--- config.mk ---
export PLATFORM = sky130hd
export DESIGN_NAME = gpio_ctrl
export DESIGN_NICKNAME = d
export VERILOG_FILES = /design/src/rtl/gpio_pkg.sv /design/src/rtl/gpio_sync.sv /design/src/rtl/gpio_regs.sv /design/src/rtl/gpio_edge.sv /design/src/rtl/gpio_ctrl.sv
export SDC_FILE = /design/constraint.sdc
export NUM_CORES = 1
export LEC_CHECK = 0
export BUFFER_PORTS_ARGS = -buffer_cell sky130_fd_sc_hd__buf_2
export CORE_MARGIN = 2
export CORE_UTILIZATION = 40
export DETAILED_ROUTE_END_ITERATION = 16
export PLACE_DENSITY = 0.59
export SETUP_SLACK_MARGIN = 0.15
export SLEW_MARGIN = 20
export SYNTH_ARGS = -nofsm -noshare
export SYNTH_HDL_FRONTEND = slang
export SYNTH_HIERARCHICAL = 1
export SYNTH_SLANG_ARGS = --single-unit
export TNS_END_PERCENT = 50
--- constraint.sdc ---
create_clock -name clk_i -period 3.79 [get_ports clk_i]
set_clock_uncertainty 0.05 [all_clocks]
set_input_delay 0.1895 -clock clk_i [delete_from_list [all_inputs] [get_ports clk_i]]
set_output_delay 0.1895 -clock clk_i [all_outputs]
set_load 0.02 [all_outputs]
--- src/rtl/gpio_pkg.sv ---
package gpio_pkg;
  localparam int REG_W  = 32;
  localparam int ADDR_W = 3;

  typedef enum logic [ADDR_W-1:0] {
    A_LEVEL = 3'd0,
    A_DIR   = 3'd1,
    A_SET   = 3'd2,
    A_CLR   = 3'd3,
    A_RISE  = 3'd4,
    A_FALL  = 3'd5,
    A_STAT  = 3'd6,
    A_ALT   = 3'd7
  } reg_addr_e;
endpackage

--- src/rtl/gpio_sync.sv ---
module gpio_sync #(
  parameter int W      = 28,
  parameter int STAGES = 2
) (
  input  logic         clk_i,
  input  logic         rst_ni,
  input  logic [W-1:0] d_i,
  output logic [W-1:0] q_o
);
  logic [STAGES-1:0][W-1:0] chain_q;

  always_ff @(posedge clk_i or negedge rst_ni) begin
    if (!rst_ni) chain_q[0] <= '0;
    else         chain_q[0] <= d_i;
  end

  for (genvar s = 1; s < STAGES; s++) begin : g_stage
    always_ff @(posedge clk_i or negedge rst_ni) begin
      if (!rst_ni) chain_q[s] <= '0;
      else         chain_q[s] <= chain_q[s-1];
    end
  end

  assign q_o = chain_q[STAGES-1];
endmodule

--- src/rtl/gpio_regs.sv ---
module gpio_regs
  import gpio_pkg::*;
#(
  parameter int NP = 28
) (
  input  logic              clk_i,
  input  logic              rst_ni,
  input  logic              we_i,
  input  logic [ADDR_W-1:0] addr_i,
  input  logic [NP-1:0]     wdata_i,
  output logic [NP-1:0]     dir_o,
  output logic [NP-1:0]     out_o,
  output logic [NP-1:0]     rise_o,
  output logic [NP-1:0]     fall_o,
  output logic [NP-1:0]     alt_o,
  output logic [NP-1:0]     stat_clr_o
);
  logic [7:0] hit;

  for (genvar a = 0; a < 8; a++) begin : g_dec
    assign hit[a] = we_i && (addr_i == ADDR_W'(a));
  end

  always_ff @(posedge clk_i or negedge rst_ni) begin
    if (!rst_ni) begin
      dir_o  <= '0;
      out_o  <= '0;
      rise_o <= '0;
      fall_o <= '0;
      alt_o  <= '0;
    end else begin
      if (hit[A_DIR])  dir_o  <= wdata_i;
      if (hit[A_RISE]) rise_o <= wdata_i;
      if (hit[A_FALL]) fall_o <= wdata_i;
      if (hit[A_ALT])  alt_o  <= wdata_i;
      if (hit[A_SET])       out_o <= out_o | wdata_i;
      else if (hit[A_CLR])  out_o <= out_o & ~wdata_i;
    end
  end

  assign stat_clr_o = hit[A_STAT] ? wdata_i : '0;
endmodule

--- src/rtl/gpio_edge.sv ---
module gpio_edge #(
  parameter int NP = 28
) (
  input  logic          clk_i,
  input  logic          rst_ni,
  input  logic [NP-1:0] sync_i,
  input  logic [NP-1:0] rise_en_i,
  input  logic [NP-1:0] fall_en_i,
  input  logic [NP-1:0] clr_i,
  output logic [NP-1:0] stat_o
);
  logic [NP-1:0] prev_q, hit;

  assign hit = (sync_i & ~prev_q & rise_en_i) | (~sync_i & prev_q & fall_en_i);

  always_ff @(posedge clk_i or negedge rst_ni) begin
    if (!rst_ni) begin
      prev_q <= '0;
      stat_o <= '0;
    end else begin
      prev_q <= sync_i;
      // new edge overrides a same-cycle clear
      stat_o <= (stat_o & ~clr_i) | hit;
    end
  end
endmodule

--- src/rtl/gpio_ctrl.sv ---
module gpio_ctrl
  import gpio_pkg::*;
#(
  parameter int NUM_PINS    = 28,
  parameter int SYNC_STAGES = 2
) (
  input  logic                clk_i,
  input  logic                rst_ni,
  input  logic                bus_we_i,
  input  logic [ADDR_W-1:0]   bus_addr_i,
  input  logic [REG_W-1:0]    bus_wdata_i,
  output logic [REG_W-1:0]    bus_rdata_o,
  input  logic [NUM_PINS-1:0] pin_i,
  output logic [NUM_PINS-1:0] pin_o,
  output logic [NUM_PINS-1:0] pin_oe_o,
  input  logic [NUM_PINS-1:0] alt_out_i,
  output logic                irq_o
);
  localparam int PAD_W = REG_W - NUM_PINS;

  logic [NUM_PINS-1:0] sync_q, dir_q, out_q, rise_q, fall_q, alt_q, stat_clr, stat_q;
  logic [NUM_PINS-1:0] rd_bits;
  logic [PAD_W-1:0]    unused_hi;

  assign unused_hi = bus_wdata_i[REG_W-1:NUM_PINS];

  gpio_sync #(.W(NUM_PINS), .STAGES(SYNC_STAGES)) u_sync (
    .clk_i (clk_i), .rst_ni(rst_ni), .d_i(pin_i), .q_o(sync_q)
  );

  gpio_regs #(.NP(NUM_PINS)) u_regs (
    .clk_i     (clk_i),
    .rst_ni    (rst_ni),
    .we_i      (bus_we_i),
    .addr_i    (bus_addr_i),
    .wdata_i   (bus_wdata_i[NUM_PINS-1:0]),
    .dir_o     (dir_q),
    .out_o     (out_q),
    .rise_o    (rise_q),
    .fall_o    (fall_q),
    .alt_o     (alt_q),
    .stat_clr_o(stat_clr)
  );

  gpio_edge #(.NP(NUM_PINS)) u_edge (
    .clk_i    (clk_i),
    .rst_ni   (rst_ni),
    .sync_i   (sync_q),
    .rise_en_i(rise_q),
    .fall_en_i(fall_q),
    .clr_i    (stat_clr),
    .stat_o   (stat_q)
  );

  always_comb begin
    unique case (reg_addr_e'(bus_addr_i))
      A_LEVEL: rd_bits = sync_q;
      A_DIR:   rd_bits = dir_q;
      A_RISE:  rd_bits = rise_q;
      A_FALL:  rd_bits = fall_q;
      A_STAT:  rd_bits = stat_q;
      A_ALT:   rd_bits = alt_q;
      default: rd_bits = '0;
    endcase
  end

  assign bus_rdata_o = {{PAD_W{1'b0}}, rd_bits};

  for (genvar p = 0; p < NUM_PINS; p++) begin : g_pad
    assign pin_o[p] = alt_q[p] ? alt_out_i[p] : out_q[p];
  end

  assign pin_oe_o = dir_q;
  assign irq_o    = |stat_q;
endmodule

### Word-level counts from Yosys, hierarchy flattened

Index checks and enable logic that the tools add are counted.

| storage, ports and cells | value |
|---|---|
| bits in registers | 252 |
| output and inout bits | 89 |

| cells by class | value |
|---|---|
| equal/unequal tests | 7 |
| mux-type cells | 32 |
| bitwise operators | 13 |
| reductions and logical operators | 10 |

Operators with widths:

| operator | count |
|---|---|
| AND 28 bit | 6 |
| one-hot mux 28 bit (6 select lines) | 1 |
| NOT 28 bit | 4 |
| 2-to-1 mux 28 bit | 3 |
| bitwise OR 28 bit | 3 |
| 2-to-1 mux 1 bit | 28 |
| OR reduction 28 bit | 1 |
| equality test 3 bit (second input constant) | 4 |
| logical AND 1 bit | 7 |
| equality test 3 x 2 -> 1 bit (second input constant) | 2 |
| equality test 3 x 1 -> 1 bit (second input constant) | 1 |
| zero test 3 bit | 1 |
| nonzero test 2 bit | 1 |

### Longest topological paths before layout

| logic depth | value |
|---|---|
| depth after elaboration | 6 |
| gate-level depth with buffers | 6 |

### Cells and area by module

The synthesis kept the hierarchy.

Modules (own cells, without submodules):

| module | times used | cells each | area an instance (µm²) | sequential area each (µm²) |
|---|---|---|---|---|
| gpio_regs | 1 | 395 | 5,973.2 | 3,503.4 |
| gpio_edge | 1 | 168 | 2,242.2 | 1,401.3 |
| gpio_ctrl | 1 | 208 | 1,848.0 | 0.0 |
| gpio_sync | 1 | 84 | 1,611.5 | 1,401.3 |

### Worst setup path after synthesis

No wires, ideal clock.

| timing path | value |
|---|---|
| path kind | input-to-output |
| start point | input port bus_addr_i[0] |
| end point | output port bus_rdata_o[11] |
| data arrival time | 1,249 ps |
| data required time | 3,550 ps |
| slack | 2,302 ps |
| stages | 5 |
| buffers on the path | 3 |
| cells stage by stage | buf_6 -> buf_4 -> buf_2 -> nand2_1 -> o211ai_1 |

| between the ends | value |
|---|---|
| cells in the longest elaborated chain, start to end | 2 |
| elaborated cells on any way between the ends | 7 |
| those cells by class | 5 x eq/ne; 1 x mux; 1 x reduce/logical |

Ends and longest elaborated chain:

| what | line | text |
|---|---|---|
| start: declaration | gpio_ctrl.sv:10 | `input logic [ADDR_W-1:0] bus_addr_i,` |
| equality test 3 bit, or another cell as far along | gpio_ctrl.sv:56 | `unique case (reg_addr_e'(bus_addr_i))` |
| one-hot mux 28 bit (6 select lines) * | gpio_ctrl.sv:56 |  |
| end: declaration | gpio_ctrl.sv:12 | `output logic [REG_W-1:0] bus_rdata_o,` |

Every way passes the cells marked *; elsewhere a longest branch is shown, timed or not.

### Worst setup path in the final report

| timing path | value |
|---|---|
| start point | input port bus_addr_i[2] |
| end point | output port bus_rdata_o[26] |

Same word-level chain as after synthesis.

==> results_dict.tcl <==
set metrics [dict create \
    grt_max_degree 117 \
    drt_wl_total_um 29100 \
    worst_slew_pin_slew_ns 1.04 \
    diodes 0 \
    period_share_pct 68.5 \
    syn-cell-area_um2 11700 \
    firstDrtPassIters 5 \
    die_area_um2 30600 \
    vias 7575 \
    detail-route-antenna-nets 0 \
    fin_area_um2 14100 \
    seq_area_frac_synth_pct 54.0 \
    area_delta_synth_final_pct 21.0 \
    yosys_warnings 6 \
    synthFlopType "dfrtp_1" \
    report.final.slew_viol_count 0 \
    grt_pass1_vias 7689 \
    grtUsageTotal_pct 19.1 \
    status "completed" \
    ys_types 42 \
    wl_per_cell_um 19.9 \
    place.gp.congestion 0.752 \
    placed_cell_area_um2 12600 \
    cts_root_buf "clkbuf_16" \
    drv_cap 0 \
    ioPinCount 183 \
    max-slew-margin-rel_pct 30.7 \
    cts_buffers 28 \
    hold_violations 0 \
    fp.dieW_um 175 \
    port_buffers 174 \
    avgSynthCellArea_um2 13.7 \
    numClockSinks 252 \
    fp.dieH_um 175 \
    nets 1152 \
    synth_edf_count 0 \
    layout-drive-gt1-share_pct 39.9 \
    rsz0062_at_grt "no" \
    antenna_found_initial 0 \
    rows 62 \
    ir_drop_mv 0.297 \
    cp-end-kind "output port" \
    fillers 2567 \
    clkLatencyLatePin_ns 0.54 \
    crit_chain "buf_2, buf_4, nand2_1, o211ai_1, buf_2" \
    viasPerCell 5.18 \
    synth.most_common_cell "dfrtp_1" \
    grt-ovfl-total 0 \
    design.core.area_um2 28700 \
    cp.arrival_ns 2.36 \
    holdCritStartpoint "bus_addr_i[0]" \
    crit_type "in2out" \
    reg2reg_depth 1 \
    synth_top_area_share_pct 54.0 \
    yosys-top-cells-count "dfrtp_1, mux2_2, mux2i_1, mux2_4, buf_4" \
    yosysTopAreaCell "dfrtp_1" \
    tritoncts "yes" \
    hold_ws_ns 0.0899 \
    p_leak_uw 0.00651 \
    drt_iter0_markers 380 \
    total_power_uw 7700 \
    dp_hpwl_um 18600 \
    drc_errors 0 \
    critPathSlowestCell "buf_2" \
    fin_crit_ns 2.60 \
    synth_seq_cells 252 \
    htreeDepth 1 \
    synthArstFlopShare_pct 100 \
    critical_path.reg2reg.endpoint "u_regs/alt_o[26]" \
    clk_pin_slew_ns 0.06 \
    reg2reg_from "u_regs/alt_o[26]" \
    critPathMaxFanout 47 \
    synth_area_leaders "dfrtp_1, mux2_2, mux2i_1, mux2_4, o211ai_2" \
    max_stage_delay_ns 0.77 \
    min_path_cells 2 \
    initial_core_util_pct 40.7 \
    worst_setup_path_start_kind "input pin" \
    cp_data_required_time_ns 3.55 \
    totalNegativeSetupSlack_ns 0 \
    regToRegSetupSlack_ns 2.92 \
    hp-class "in2reg" \
    setup_violations 0 \
    crit_path_frequent_cell "buf_2" \
    post-route-util_pct 49.2 \
    grt_pass1_wl_um 45600 \
    cts_setup_buffers 0 \
    clk_path_buf_depth 3 \
    synth_cells 855 \
    timing.fmax_mhz 385 \
    pwr_density_cell_nw_per_um2 545 \
]
==> layout by cell type (no fill, tap or decap), drive strengths merged, types with 29 or more instances in the layout <==
cell type,synthesis,routed
mux2i,63,63
nand4b,29,29
o211ai,36,36
clkbuf,13,42
inv,29,29
nand2,34,34
and2,29,29
buf,66,192
mux2,153,153
nand3b,33,33
dfrtp,252,252
dlygate4sd3,0,57
==> final cells by class <==
cell class	instances	area, um^2	area share, %
tap	384	480	3.40
sequential	252	6310	44.6
clock buffer	42	885	6.26
timing repair buffer	249	1600	11.4
inverter	29	109	0.771
clock inverter	7	38.8	0.275
multi-input combinational	498	4700	33.3
==> critical path: cells and delay by family <==
kind                   cells  cell delay [ns]
AO/OA/AOI/OAI              1             0.41
buffers and inverters      3             1.38
AND/OR/NAND/NOR            1             0.34
==> where the power goes <==
part           internal (uW)  switching (uW)
Clock                   1600            1080
Combinational            783             773
Sequential              3120             351
Total                   5500            2200
==> kinds of logic after synthesis <==
group | share of synthesized area (%)
simple gates | 10.2
compound gates | 6.97
buf+inv | 5.80
flops | 54.0
other cells | 0.0321
mux | 23.0
==> per-stage QoR <==
stage | setup slack, ns | cells
after floorplan | 2.30 | 858
after CTS | 1.19 | 1461
after global placement | 1.18 | 1355
after detailed placement | 1.17 | 1355
after global routing | 1.09 | 1461
final | 1.19 | 1461
==> per-layer routing <==
layer / vias to the layer above / routed length [um] / GRT usage, %
met5: - / 0 / 0
met4: 0 / 458 / 3.54
met3: 30 / 1320 / 2.96
met2: 193 / 13600 / 30.7
met1: 3880 / 13700 / 27.8
li1: 3472 / - / -
==> how the worst max path moves through the flow <==
stage | to | startpoint | slack [ns] | depth (start not counted)
2_1_floorplan | bus_rdata_o[11] | bus_addr_i[0] | 2.30 | 5
3_3_place_gp | bus_rdata_o[26] | bus_addr_i[2] | 1.18 | 5
3_5_place_dp | u_regs/fall_o[19] | bus_addr_i[2] | 1.17 | 4
4_1_cts | bus_rdata_o[26] | bus_addr_i[2] | 1.19 | 5
5_1_grt | bus_rdata_o[26] | bus_addr_i[2] | 1.09 | 5
6_report | bus_rdata_o[26] | bus_addr_i[2] | 1.19 | 5
==> repair_timing <==
action / in CTS / in global routing
hold endpoints to repair: 281 / 0
gates resized for setup: 0 / 0
setup endpoints to repair: 0 / 0
hold buffers: 57 / 0
(Power assumes the default switching activity.)
